===== src/rtl/irq_hub_pkg.sv =====
package irq_hub_pkg;

    typedef enum logic [1:0] {
        TRIG_LEVEL  = 2'b00,
        TRIG_RISE   = 2'b01,
        TRIG_FALL   = 2'b10,
        TRIG_HYBRID = 2'b11
    } trig_mode_e;

    localparam int unsigned REG_AW = 3;

    localparam logic [REG_AW-1:0] A_RAW  = 3'd0;
    localparam logic [REG_AW-1:0] A_PEND = 3'd1;
    localparam logic [REG_AW-1:0] A_MASK = 3'd2;
    localparam logic [REG_AW-1:0] A_MODE = 3'd3;
    localparam logic [REG_AW-1:0] A_CLR  = 3'd4;
    localparam logic [REG_AW-1:0] A_QUAL = 3'd5;
    localparam logic [REG_AW-1:0] A_STAT = 3'd6;

endpackage


===== src/rtl/irq_hub_sync.sv =====
module irq_hub_sync #(
    parameter int unsigned W      = 1,
    parameter int unsigned STAGES = 2
) (
    input  logic         clk,
    input  logic         rst_n,
    input  logic [W-1:0] d_i,
    output logic [W-1:0] q_o
);

    logic [W-1:0] chain_q [STAGES];

    for (genvar s = 0; s < STAGES; s++) begin : g_stage
        if (s == 0) begin : g_first
            always_ff @(posedge clk or negedge rst_n) begin
                if (!rst_n) chain_q[0] <= '0;
                else        chain_q[0] <= d_i;
            end
        end else begin : g_next
            always_ff @(posedge clk or negedge rst_n) begin
                if (!rst_n) chain_q[s] <= '0;
                else        chain_q[s] <= chain_q[s-1];
            end
        end
    end

    assign q_o = chain_q[STAGES-1];

endmodule


===== src/rtl/irq_hub_trig.sv =====
module irq_hub_trig
    import irq_hub_pkg::*;
#(
    parameter int unsigned QW = 8
) (
    input  logic          clk,
    input  logic          rst_n,
    input  logic          sig_i,
    input  logic [1:0]    mode_i,
    input  logic [QW-1:0] qual_i,
    input  logic          clr_i,
    output logic          pend_o,
    output logic          active_o
);

    localparam int unsigned CW = QW + 1;

    typedef struct packed {
        logic          prev;
        logic          pend;
        logic          armed;
        logic [CW-1:0] cnt;
    } trig_st_t;

    trig_st_t   st_d, st_q;
    trig_mode_e mode;
    logic       rise, fall, counting, qual_hit, fire;
    logic [CW-1:0] run_cnt;

    always_comb begin
        mode     = trig_mode_e'(mode_i);
        rise     = sig_i & ~st_q.prev;
        fall     = ~sig_i & st_q.prev;
        // samples high since the last rising edge, edge sample included
        run_cnt  = rise ? CW'(1) : st_q.cnt + CW'(1);
        counting = rise | (st_q.armed & sig_i);
        qual_hit = counting && (run_cnt >= {1'b0, qual_i});

        unique case (mode)
            TRIG_LEVEL:  fire = 1'b0;
            TRIG_RISE:   fire = rise;
            TRIG_FALL:   fire = fall;
            TRIG_HYBRID: fire = qual_hit;
            default:     fire = 1'b0;
        endcase

        st_d      = st_q;
        st_d.prev = sig_i;
        if (mode == TRIG_HYBRID) begin
            st_d.armed = counting & ~qual_hit;
            st_d.cnt   = counting ? run_cnt : '0;
        end else begin
            st_d.armed = 1'b0;
            st_d.cnt   = '0;
        end
        // a fresh event wins over a clear in the same cycle
        st_d.pend = (st_q.pend & ~clr_i) | fire;
    end

    always_ff @(posedge clk or negedge rst_n) begin
        if (!rst_n) st_q <= '0;
        else        st_q <= st_d;
    end

    assign pend_o   = st_q.pend;
    assign active_o = (mode == TRIG_LEVEL) ? sig_i : st_q.pend;

endmodule


===== src/rtl/irq_hub_arb.sv =====
module irq_hub_arb #(
    parameter int unsigned N  = 8,
    parameter int unsigned IW = 4
) (
    input  logic [N-1:0]  req_vec_i,
    input  logic          nmi_i,
    output logic          req_o,
    output logic [IW-1:0] idx_o
);

    always_comb begin
        req_o = 1'b0;
        idx_o = '0;
        for (int i = N - 1; i >= 0; i--) begin
            if (req_vec_i[i]) begin
                req_o = 1'b1;
                idx_o = IW'(i);
            end
        end
        if (nmi_i) begin
            req_o = 1'b1;
            idx_o = IW'(N);
        end
    end

endmodule


===== src/rtl/irq_hub.sv =====
module irq_hub
    import irq_hub_pkg::*;
#(
    parameter int unsigned N_SRC       = 8,
    parameter int unsigned SYNC_STAGES = 2,
    parameter int unsigned QUAL_W      = 8,
    parameter int unsigned QUAL_RST    = 4,
    parameter int unsigned DW          = 32,
    localparam int unsigned IW         = $clog2(N_SRC + 1)
) (
    input  logic              clk,
    input  logic              rst_n,
    input  logic [N_SRC-1:0]  irq_i,
    input  logic              nmi_i,
    input  logic [REG_AW-1:0] reg_addr_i,
    input  logic              reg_wr_i,
    input  logic [DW-1:0]     reg_wdata_i,
    output logic [DW-1:0]     reg_rdata_o,
    input  logic              ack_i,
    output logic              req_o,
    output logic [IW-1:0]     idx_o,
    output logic              nmi_o,
    output logic              spur_o
);

    localparam int unsigned MODE_W = 2 * N_SRC;
    localparam int unsigned NL     = N_SRC + 1;
    localparam logic [IW-1:0] NMI_IDX = IW'(N_SRC);

    typedef struct packed {
        logic [N_SRC-1:0]  mask;
        logic [MODE_W-1:0] mode;
        logic [QUAL_W-1:0] qual;
        logic              spur;
    } regs_t;

    regs_t regs_d, regs_q;

    logic [NL-1:0]    sync_vec;
    logic [NL-1:0]    pend_vec;
    logic [NL-1:0]    clr_vec;
    logic [NL-1:0]    w1c_vec;
    logic [NL-1:0]    ack_vec;
    logic [N_SRC-1:0] trig_act;
    logic [N_SRC-1:0] act_vec;
    logic [N_SRC-1:0] mask_q;
    logic             ack_hit;
    logic             unused_nmi_act;
    logic             unused_wdata;

    assign mask_q       = regs_q.mask;
    assign unused_wdata = ^reg_wdata_i;

    irq_hub_sync #(
        .W      (NL),
        .STAGES (SYNC_STAGES)
    ) u_sync (
        .clk   (clk),
        .rst_n (rst_n),
        .d_i   ({nmi_i, irq_i}),
        .q_o   (sync_vec)
    );

    assign w1c_vec = (reg_wr_i && reg_addr_i == A_CLR) ? reg_wdata_i[NL-1:0] : '0;
    assign ack_hit = ack_i & req_o;

    for (genvar i = 0; i < NL; i++) begin : g_ack
        assign ack_vec[i] = ack_hit && (idx_o == IW'(i));
    end

    assign clr_vec = w1c_vec | ack_vec;

    for (genvar i = 0; i < N_SRC; i++) begin : g_src
        irq_hub_trig #(
            .QW (QUAL_W)
        ) u_trig (
            .clk      (clk),
            .rst_n    (rst_n),
            .sig_i    (sync_vec[i]),
            .mode_i   (regs_q.mode[2*i +: 2]),
            .qual_i   (regs_q.qual),
            .clr_i    (clr_vec[i]),
            .pend_o   (pend_vec[i]),
            .active_o (trig_act[i])
        );
    end

    irq_hub_trig #(
        .QW (QUAL_W)
    ) u_nmi_trig (
        .clk      (clk),
        .rst_n    (rst_n),
        .sig_i    (sync_vec[N_SRC]),
        .mode_i   (TRIG_HYBRID),
        .qual_i   (regs_q.qual),
        .clr_i    (clr_vec[N_SRC]),
        .pend_o   (pend_vec[N_SRC]),
        .active_o (unused_nmi_act)
    );

    assign act_vec = trig_act & regs_q.mask;

    irq_hub_arb #(
        .N  (N_SRC),
        .IW (IW)
    ) u_arb (
        .req_vec_i (act_vec),
        .nmi_i     (pend_vec[N_SRC]),
        .req_o     (req_o),
        .idx_o     (idx_o)
    );

    assign nmi_o  = req_o && (idx_o == NMI_IDX);
    assign spur_o = regs_q.spur;

    always_comb begin
        regs_d = regs_q;
        if (reg_wr_i) begin
            unique case (reg_addr_i)
                A_MASK:  regs_d.mask = reg_wdata_i[N_SRC-1:0];
                A_MODE:  regs_d.mode = reg_wdata_i[MODE_W-1:0];
                A_QUAL:  regs_d.qual = reg_wdata_i[QUAL_W-1:0];
                A_STAT:  if (reg_wdata_i[0]) regs_d.spur = 1'b0;
                default: ;
            endcase
        end
        if (ack_i && !req_o) regs_d.spur = 1'b1;
    end

    always_ff @(posedge clk or negedge rst_n) begin
        if (!rst_n) begin
            regs_q      <= '0;
            regs_q.qual <= QUAL_W'(QUAL_RST);
        end else begin
            regs_q <= regs_d;
        end
    end

    always_comb begin
        unique case (reg_addr_i)
            A_RAW:   reg_rdata_o = DW'(sync_vec);
            A_PEND:  reg_rdata_o = DW'(pend_vec);
            A_MASK:  reg_rdata_o = DW'(regs_q.mask);
            A_MODE:  reg_rdata_o = DW'(regs_q.mode);
            A_QUAL:  reg_rdata_o = DW'(regs_q.qual);
            A_STAT:  reg_rdata_o = DW'(regs_q.spur);
            default: reg_rdata_o = '0;
        endcase
    end

endmodule


===== config.mk =====
export PLATFORM = sky130hd
export DESIGN_NAME = irq_hub
export DESIGN_NICKNAME = d
export VERILOG_FILES = /design/src/rtl/irq_hub_pkg.sv /design/src/rtl/irq_hub_sync.sv /design/src/rtl/irq_hub_trig.sv /design/src/rtl/irq_hub_arb.sv /design/src/rtl/irq_hub.sv
export SDC_FILE = /design/constraint.sdc
export NUM_CORES = 1
export LEC_CHECK = 0
export BUFFER_PORTS_ARGS = -buffer_cell sky130_fd_sc_hd__buf_2
export CORE_UTILIZATION = 55
export CTS_CLUSTER_SIZE = 25
export DETAILED_ROUTE_END_ITERATION = 12
export HOLD_SLACK_MARGIN = 0.03
export PLACE_DENSITY = 0.86
export SLEW_MARGIN = 20
export SYNTH_ARGS = -nofsm -noshare
export SYNTH_HDL_FRONTEND = slang
export SYNTH_SLANG_ARGS = --single-unit

===== constraint.sdc =====
create_clock -name clk -period 3.3 [get_ports clk]
set_input_delay 0.33 -clock clk [delete_from_list [all_inputs] [get_ports clk]]
set_output_delay 0.33 -clock clk [all_outputs]
set_load 0.02 [all_outputs]

==> flow_summary_export.csv, run 1 <==
group,metric,value,unit
floorplanning,fp-row-count,47,
setup_path,end_kind,"primary output",
sta,rsz0062_at_grt,"false",
floorplanning,die_x,132,um
routing,wl_met3,1560,um
setup_path,crit_chain,"o21a_1, o21ai_0, and2_1, nor3b_1, nand3_1, buf_2",
worst_hold_path,hold_depth,2,
routing,routed-wl-met2,10300,um
worst_hold_path,hold_class,"in2reg",
placement,hpwl,15300,um
routing,drtIter0Drc,510,
logic_synthesis,seq_area_frac_synth,42.7,%
sta,fin_crit_sh,88.7,%
setup_path,startpoint_type,"register",
global_route,antenna_found_initial,0,
sta,period_minus_slack,2930,ps
logic_synthesis,postSynthAreaPerCell,9.92,um^2
logic_synthesis,synth_common_cells,"dfrtp_1 (158), nor2_1 (105), ha_1 (81)",
worst_hold_path,hold_start,"reg_wdata_i[12]",
routing,routed.top_layer,"met4",
logic_synthesis,yosysUniqueCellTypes,71,
logic_synthesis,synth-seq-cells,159,
floorplanning,chipHeight,132,um
routing,drc,0,
setup_path,r2r_slack,510,ps
routing,wl_met1,9070,um
setup_path,max_stage_delay,460,ps
cts,ctsHtreeMaxLevel,4,
layout,nets,1138,
setup_path,r2r-end,"g_src[6].u_trig.pend_o$_DFF_PN0_",
cts,post_cts_buffers,0,
sta,relSlewSlack,37.9,%
sta,tightest_slew,931,ps
sta,hold_viol_final,0,
placement,io_buffers,54,
logic_synthesis,synth_ff_type,"dfrtp_1",
cts,cts_root_buffer,"clkbuf_16",
setup_path,crit-reg2reg-launch,"g_src[6].u_trig.st_q[0]$_DFF_PN0_",
global_route,grt_overflow,0,
setup_path,worst-path-stages,6,
routing,via_per_inst,5.88,
floorplanning,core,16600,um^2
cts,cts_sinks,159,
placement,dp.cells,1200,
logic_synthesis,synth.area.top_cells,"dfrtp_1 (42%), ha_1 (11%), nor2_1 (4.2%)",
global_route,grt_pass1_vias,7270,
floorplanning,start_util,56.2,%
layout,area_growth,12.6,%
logic_synthesis,yosysWarnings,0,
sta,fin_skew,7.98,ps
floorplanning,dieArea,17500,um^2
cts,cts_buffers,17,
worst_hold_path,worstHoldEndpoint,"regs_q[21]$_DFFE_PN0P_",
placement,place.gp.congestion,0.856,
logic_synthesis,synthCells,940,
logic_synthesis,synth_edf_count,0,
cts,clk_latency,430,ps
global_route,grt_max_degree,73,
routing,antenna_left,0,
cts,cts_tree,"done",
sta,drv_slew,0,
routing,dr.pass1.iters,5,
setup_path,critPathKind,"reg2out",
sta,final-setup-viol-count,0,
floorplanning,io_pins,87,
power,power.leakage,5.06,nW
sta,setup-tns-final,0,ps
run,max-cap-violations,0,
logic_synthesis,synth_most_common_cell,"dfrtp_1",
setup_path,crit_arrival,2600,ps
layout,drive_above_1_share,15.0,%
routing,wl,21700,um
cts,cts_buffer_depth,2,
setup_path,r2r_cells,11,
run_status,status,"finished, final reports clean",
logic_synthesis,yosysTopAreaCell,"dfrtp_1",
routing,num_vias,7293,
logic_synthesis,synth_top_area_share,42.4,%
cts,cts_resized,0,
power,irDropWorstVdd,0.469,mV
logic_synthesis,async_flop_share,100,%
routing,wire_per_inst,17.5,um
cts,clk_pin_slew_worst_paths,60,ps
setup_path,cp.required,2970,ps
logic_synthesis,syn_area,9320,um^2
setup_path,path_max_fanout,8,
global_route,grt_pass1_wl,35800,um
layout,final_cells,1241,
sta,fmax,342,MHz
setup_path,cpLargestDelayFamily,"simple AND/OR/NAND/NOR gates",
setup_path,worst_path_max_delay_cell,"dfrtp_1",
power,cellPowerDensity,536,nW/um^2
cts,cts_hold_buf,10,
global_route,grt_usage,26.6,%
setup_path,crit_buf_inv,1,
[cell usage in the layout, fill, tap and decap left out, types with 4 or more instances in the layout]
master	instances
nor3_1	60
clkbuf_8	4
dlygate4sd3_1	10
o2111ai_1	8
nand4_1	9
mux2i_1	7
and3_1	11
xnor2_1	26
or2_2	5
dfrtp_1	158
o211ai_1	7
conb_1	16
a21o_1	21
ha_1	81
nor2b_1	35
o31a_1	5
and2_1	14
xor2_1	31
inv_1	30
buf_4	16
clkbuf_16	17
nor4_1	9
mux2_2	32
nand3_1	41
a31oi_1	5
o31ai_1	5
o21ai_0	18
a211o_1	4
nand2_1	65
mux4_2	5
buf_2	53
nor2_1	105
a21oi_1	19
o211a_1	8
nand2b_1	14
[power breakdown]
group          internal, mW  switching (mW)  total [mW]
logic                 0.546           0.804        1.35
registers              2.12           0.219        2.34
clock network          1.18           0.748        1.93
[sequential cells by signal, summed over array words and instances (netlist names)]
| register | flops |
|---|---|
| mask_q | 8 |
| spur_o | 1 |
| u_sync.q_o | 9 |
| regs_q | 24 |
| g_src.u_trig.pend_o | 8 |
| u_sync.chain_q | 9 |
| u_nmi_trig.pend_o | 1 |
| g_src.u_trig.st_q | 88 |
| u_nmi_trig.st_q | 11 |
[per-layer routing]
metal,global-route usage [%],vias to the layer above
met5,0,-
met4,12.5,0
met3,6.96,60
met2,42.7,258
met1,33.8,3513
li1,-,3462
[worst max path at each step]
stage,startpoint,to
2_1_floorplan,u_sync.q_o[6]$_DFF_PN0_,g_src[6].u_trig.pend_o$_DFF_PN0_
3_3_place_gp,g_src[6].u_trig.st_q[0]$_DFF_PN0_,g_src[6].u_trig.pend_o$_DFF_PN0_
3_5_place_dp,g_src[6].u_trig.st_q[0]$_DFF_PN0_,g_src[6].u_trig.pend_o$_DFF_PN0_
4_1_cts,regs_q[20]$_DFFE_PN0P_,req_o
5_1_grt,regs_q[20]$_DFFE_PN0P_,req_o
6_report,regs_q[20]$_DFFE_PN0P_,req_o
[worst reg2reg max path, stage by stage (launching register included)]
cell	delay [ps]
dfrtp_1	390
ha_1	240
and3_1	220
nand3_1	100
xor2_1	210
nor2_1	70
ha_1	300
a21o_1	160
a2111oi_0	350
a21boi_0	260
o221ai_1	140
a32o_1	250
[cells by family (layout without fill, tap and decap cells)]
family	after synthesis	after routing	synth area share (%)
flops	159	159	42.7
simple gates	388	388	20.8
fa+ha+maj	81	81	10.9
compound gates	134	134	10.4
buf+inv	75	140	3.73
other cells	1	17	0.0402
mux	45	45	6.11
xor+xnor	57	57	5.36
[through the flow]
step	hold WS, ps	power (mW)	util (%)	instance area (um^2)	setup WS, ps
after floorplan	34.4	3.21	-	9380	685
after global placement	331	3.60	59.2	9810	586
after detailed placement	336	3.68	59.2	9810	503
after CTS	111	5.63	63.2	10500	423
after global routing	110	5.89	63.2	10500	193
final	128	5.62	63.3	10500	373
[final cells by class]
type | instances | area [um^2]
diodes | 1 | 2.50
clock buffers | 24 | 492
clock inverters | 6 | 82.6
fillers | 1321 | 6090
inverters | 30 | 113
multi-input cells | 721 | 5050
flip-flops and latches | 159 | 3980
well taps | 220 | 275
repair buffers | 80 | 497
Note: power is estimated with default switching activity, not from simulation.
==> run 2, diff against run 1 <==
Clock period 3.3 ns to 2.85 ns, I/O delays scaled along.
==> run 2 against run 1 <==
Net effect:
- clock skew decreased by 2.3 ps
- non-clock buffer count up 9
- hold slack got worse by 48 ps
- final area is 1.3% higher
- utilization grew 0.83 points
- sequential share of layout area decreased by 0.49 points
- clock power rose by 24%
- largest cell class unchanged
- largest power group unchanged
- highest routed layer unchanged
==> flow_summary_export.csv, run 2 (synthesis gave the netlist of run 1 again) <==
group,metric,value,unit
run_status,status,"finished, final reports clean",
placement,io_buffers,54,
global_route,grt_overflow,0,
layout,area_growth,14.0,%
routing,antenna_left,0,
cts,cts_buffers,17,
global_route,grt_usage,26.7,%
power,irDropWorstVdd,0.562,mV
cts,clk_pin_slew_worst_paths,60,ps
floorplanning,chipHeight,132,um
global_route,grtUsageMet1,33.2,%
setup_path,critPathKind,"reg2reg",
placement,dp_slack,112,ps
setup_path,r2r_cells,11,
layout,final_cells,1250,
routing,wl,22200,um
cts,cts_tree,"done",
cts,cts_buffer_depth,2,
layout,stdcell_area,10600,um^2
floorplanning,start_util,56.2,%
cts,clk_latency,430,ps
power,seqPwrFrac,40.4,%
placement,hpwl,15800,um
floorplanning,io_pins,87,
power,intPower,4.58,mW
global_route,grt_pass1_wl,36200,um
sta,setup_ws,154,ps
power,p_clk_share,35.9,%
sta,hold_viol_final,0,
worst_hold_path,hold_class,"in2reg",
global_route,use_met2,45.1,%
power,power.switching,2.12,mW
setup_path,end_kind,"register",
layout,largest_reg_flops,88,
layout,nets,1147,
layout,drive_above_1_share,16.3,%
sta,fmax,371,MHz
setup_path,startpoint_type,"register",
sta,relSlewSlack,37.7,%
layout,largestRegisters,"g_src.u_trig.st_q: 88 flops, regs_q: 24 flops, u_nmi_trig.st_q: 11 flops",
sta,tightest_slew,933,ps
cts,post_cts_buffers,0,
routing,dr.pass1.iters,5,
sta,period_minus_slack,2700,ps
routing,via_per_inst,5.91,
global_route,busiest_layer,"met2",
layout,top_register,"g_src.u_trig.st_q",
placement,place_area,9890,um^2
floorplanning,dieArea,17500,um^2
power,p_sw_share,31.6,%
worst_hold_path,hold_depth,2,
power,combPwrFrac,23.7,%
cts,cts_root_buffer,"clkbuf_16",
sta,fin_crit_sh,94.6,%
routing,num_vias,7386,
run,max-cap-violations,0,
setup_path,path_max_fanout,3,
floorplanning,die_x,132,um
setup_path,cp.required,3170,ps
global_route,grt_pass1_vias,7400,
routing,drc,0,
layout,antenna_cells,0,
cts,ctsHtreeMaxLevel,4,
sta,rsz0062_at_grt,"false",
power,power.leakage,5.12,nW
global_route,grt_max_degree,83,
placement,place.gp.congestion,0.855,
layout,final_cell_mix,"dfrtp_1 (158), nor2_1 (105), ha_1 (81)",
sta,fin_skew,5.70,ps
power,cellPowerDensity,630,nW/um^2
placement,dp.cells,1209,
floorplanning,core,16600,um^2
sta,setup-tns-final,0,ps
global_route,met3_usage,5.69,%
setup_path,crit_arrival,3020,ps
routing,wire_per_inst,17.7,um
routing,drtIter0Drc,535,
cts,cts_sinks,159,
global_route,antenna_found_initial,0,
floorplanning,fp-row-count,47,
sta,final-setup-viol-count,0,
layout,layout_commonest_cell,"dfrtp_1",
sta,drv_slew,0,
-- run 2: cell types whose count changed in the layout (fill, tap and decap cells not counted), sizes merged --
| cell | before | now |
|---|---|---|
| diode | 1 | 0 |
| inv | 30 | 31 |
| bufinv | 2 | 4 |
| buf | 70 | 79 |
| clkinvlp | 1 | 4 |
| clkinv | 3 | 4 |
| clkbuf | 24 | 18 |
-- run 2: repair_timing --
item	4_1_cts	5_1_grt
resized for setup	0	5
hold buffers	10	0
endpoints found under the setup margin	0	2
endpoints found under the hold margin	58	0
-- run 2: cell type report --
cell class	count	area, um^2
Clock buffer	18	429
Clock inverter	13	190
Fill cell	1332	5960
Inverter	30	113
Multi-Input combinational cell	721	5060
Sequential cell	159	3980
Tap cell	220	275
Timing Repair Buffer	89	577
-- run 2: power by group through the flow --
stage / sequential, mW / clock (mW) / combinational [mW]
after floorplan: 2.66 / 0 / 1.06
after global placement: 2.71 / 0 / 1.48
after detailed placement: 2.73 / 0 / 1.54
after CTS: 2.69 / 2.43 / 1.57
after global routing: 2.72 / 2.52 / 1.72
final: 2.70 / 2.40 / 1.59
-- run 2: worst paths after layout --
kind	slack, ps	start	endpoint
worst max-delay path	150	g_src[6].u_trig.st_q[0]$_DFF_PN0_	g_src[6].u_trig.pend_o$_DFF_PN0_
worst min-delay path	80	reg_wdata_i[11]	regs_q[20]$_DFFE_PN0P_
worst max register to register	150	g_src[6].u_trig.st_q[0]$_DFF_PN0_	g_src[6].u_trig.pend_o$_DFF_PN0_
worst min register to register	350	u_sync.chain_q[12]$_DFF_PN0_	u_sync.q_o[3]$_DFF_PN0_
max in group asynchronous	1690	rst_n	g_src[7].u_trig.st_q[1]$_DFF_PN0_
min in group asynchronous	370	rst_n	g_src[5].u_trig.st_q[4]$_DFF_PN0_
-- run 2: critical path: stages (launching register included) --
cell and delay [ps]:
dfrtp_1 390, ha_1 240, and3_1 220, nand3_1 110
xor2_1 190, nor2_1 80, ha_1 290, a21o_1 170
a2111oi_2 330, a21boi_2 210, o221ai_1 120, a32o_1 220
-- run 2: layer usage --
metal	vias to the layer above	wire length (um)
li1	3469	-
met1	3627	9220
met2	244	10800
met3	46	1490
met4	0	638
met5	-	0
-- run 2: stage by stage --
| step | util (%) | total power, mW | hold WS (ps) |
|---|---|---|---|
| after floorplan | - | 3.72 | -10.6 |
| after global placement | 59.7 | 4.19 | 266 |
| after detailed placement | 59.7 | 4.26 | 271 |
| after CTS | 64.0 | 6.68 | 72.4 |
| after global routing | 64.1 | 6.96 | 69.5 |
| final | 64.1 | 6.69 | 80.5 |
==> run 3, diff against run 2 <==
Settings changed: CORE_UTILIZATION 55 to 35, PLACE_DENSITY 0.86 to 0.63.
==> run 3 against run 2 <==
Net effect:
- fmax rose by 0.84%
- power fell by 2.2%
- largest cell class unchanged
- flip-flop and latch count stayed put
- sequential power about the same
==> flow_summary_export.csv, run 3 (synthesis gave the netlist of run 1 again) <==
group,metric,value,unit
run,max-cap-violations,0,
routing,drc,0,
setup_path,crit_arrival,2990,ps
cts,clk_latency,430,ps
routing,wire_per_inst,16.7,um
routing,wl,22900,um
floorplanning,die_x,165,um
global_route,met3_usage,4.42,%
setup_path,cpLargestDelayFamily,"compound AO/OA/AOI/OAI gates",
global_route,busiest_layer,"met2",
global_route,grt_usage,17.9,%
setup_path,crit_chain,"ha_1, and3_1, nand3_1, xor2_1, nor2_1, ha_1, a21o_1, a2111oi_2, a21boi_2, o221ai_1, a32o_1",
sta,holdWs,82.2,ps
placement,place.gp.congestion,0.826,
global_route,grt_overflow,0,
cts,cts_buffer_depth,2,
layout,drive_above_1_share,16.8,%
sta,relSlewSlack,34.4,%
global_route,grt_max_degree,76,
floorplanning,chipHeight,165,um
sta,fmax,374,MHz
sta,setup-tns-final,0,ps
setup_path,critPathMostFrequentCell,"ha_1",
global_route,grt_pass1_wl,36800,um
setup_path,path_max_fanout,3,
layout,nets,1153,
power,totalPowerFinal,6.55,mW
global_route,antenna_found_initial,0,
worst_hold_path,hold_class,"in2reg",
sta,hold_viol_final,0,
floorplanning,fp-row-count,59,
floorplanning,io_pins,87,
layout,final_cell_mix,"dfrtp_1 (158), nor2_1 (105), ha_1 (81)",
power,cellPowerDensity,607,nW/um^2
setup_path,startpoint_type,"register",
layout,largestRegisters,"g_src.u_trig.st_q: 88 flops, regs_q: 24 flops, u_nmi_trig.st_q: 11 flops",
routing,dr.pass1.iters,5,
placement,io_buffers,54,
setup_path,cp.required,3170,ps
cts,cts_buffers,17,
floorplanning,core,26100,um^2
run_status,status,"finished, final reports clean",
floorplanning,dieArea,27300,um^2
global_route,use_met2,29.1,%
sta,tightest_slew,982,ps
power,power.leakage,5.13,nW
sta,fin_crit_sh,93.8,%
setup_path,crit_buf_inv,0,
cts,clk_pin_slew_worst_paths,60,ps
cts,cts_tree,"done",
global_route,grt_pass1_vias,7139,
cts,cts_sinks,159,
routing,via_per_inst,5.25,
sta,fin_skew,11.7,ps
cts,cts_root_buffer,"clkbuf_16",
cts,ctsHtreeMaxLevel,4,
layout,area_growth,15.7,%
setup_path,r2r_slack,180,ps
placement,hpwl,16400,um
layout,layout_commonest_cell,"dfrtp_1",
global_route,grtUsageMet1,22.8,%
routing,num_vias,7217,
setup_path,worst_path_max_delay_cell,"dfrtp_1",
power,irDropWorstVdd,0.363,mV
sta,period_minus_slack,2670,ps
sta,drv_slew,0,
setup_path,critPathKind,"reg2reg",
cts,post_cts_buffers,0,
floorplanning,start_util,35.8,%
sta,final-setup-viol-count,0,
layout,final_util,41.4,%
layout,largest_reg_flops,88,
routing,drtIter0Drc,343,
setup_path,max_stage_delay,390,ps
setup_path,end_kind,"register",
routing,antenna_left,0,
layout,top_register,"g_src.u_trig.st_q",
## run 3: worst reg2reg max path, cell delays in order, from the launching register on
cell and delay, ps:
dfrtp_1 390, ha_1 240, and3_1 220, nand3_1 100, xor2_1 190, nor2_1 60
ha_1 290, a21o_1 170, a2111oi_2 350, a21boi_2 230, o221ai_1 120, a32o_1 210
## run 3: routing by layer
metal	share of wire [%]	vias to the layer above
li1	-	3493
met1	45	3529
met2	47	158
met3	4.9	37
met4	2.5	0
met5	0	-
## run 3: what timing repair did
item,in CTS,in global routing
endpoints found under the setup margin,0,4
hold buffers,10,0
endpoints found under the hold margin,80,0
resized for setup,0,8
## run 3: cell type report
cell class	instances	area, um^2
Antenna cell	3	7.51
Clock buffer	22	454
Clock inverter	10	114
Fill cell	2526	15300
Inverter	30	113
Multi-Input combinational cell	721	5070
Sequential cell	159	3980
Tap cell	335	419
Timing Repair Buffer	95	622
## run 3: through the flow
step	instances	setup slack [ps]	instance area (um^2)
after detailed placement	1330	78.8	10100
after floorplan	955	235	9380
after global routing	1372	-1.32	10800
after global placement	1330	148	10100
final	1375	177	10800
after CTS	1372	18.5	10800
## run 3: power by group
| group | total (mW) | switching [mW] | leakage (nW) | internal (mW) |
|---|---|---|---|---|
| Clock | 2.24 | 0.930 | 0.266 | 1.31 |
| Sequential | 2.70 | 0.241 | 2.06 | 2.46 |
| Combinational | 1.61 | 0.941 | 2.80 | 0.665 |
## run 3: worst paths after layout
kind / start / endpoint / cells after the start
setup reg to reg: g_src[6].u_trig.st_q[0]$_DFF_PN0_ / g_src[6].u_trig.pend_o$_DFF_PN0_ / 11
hold / removal: reg_wdata_i[10] / regs_q[19]$_DFFE_PN0P_ / 2
hold reg to reg: u_sync.chain_q[14]$_DFF_PN0_ / u_sync.q_o[5]$_DFF_PN0_ / 0
setup / recovery: g_src[6].u_trig.st_q[0]$_DFF_PN0_ / g_src[6].u_trig.pend_o$_DFF_PN0_ / 11
max in group asynchronous: rst_n / g_src[0].u_trig.st_q[7]$_DFF_PN0_ / 3
min in group asynchronous: rst_n / g_src[6].u_trig.st_q[2]$_DFF_PN0_ / 2
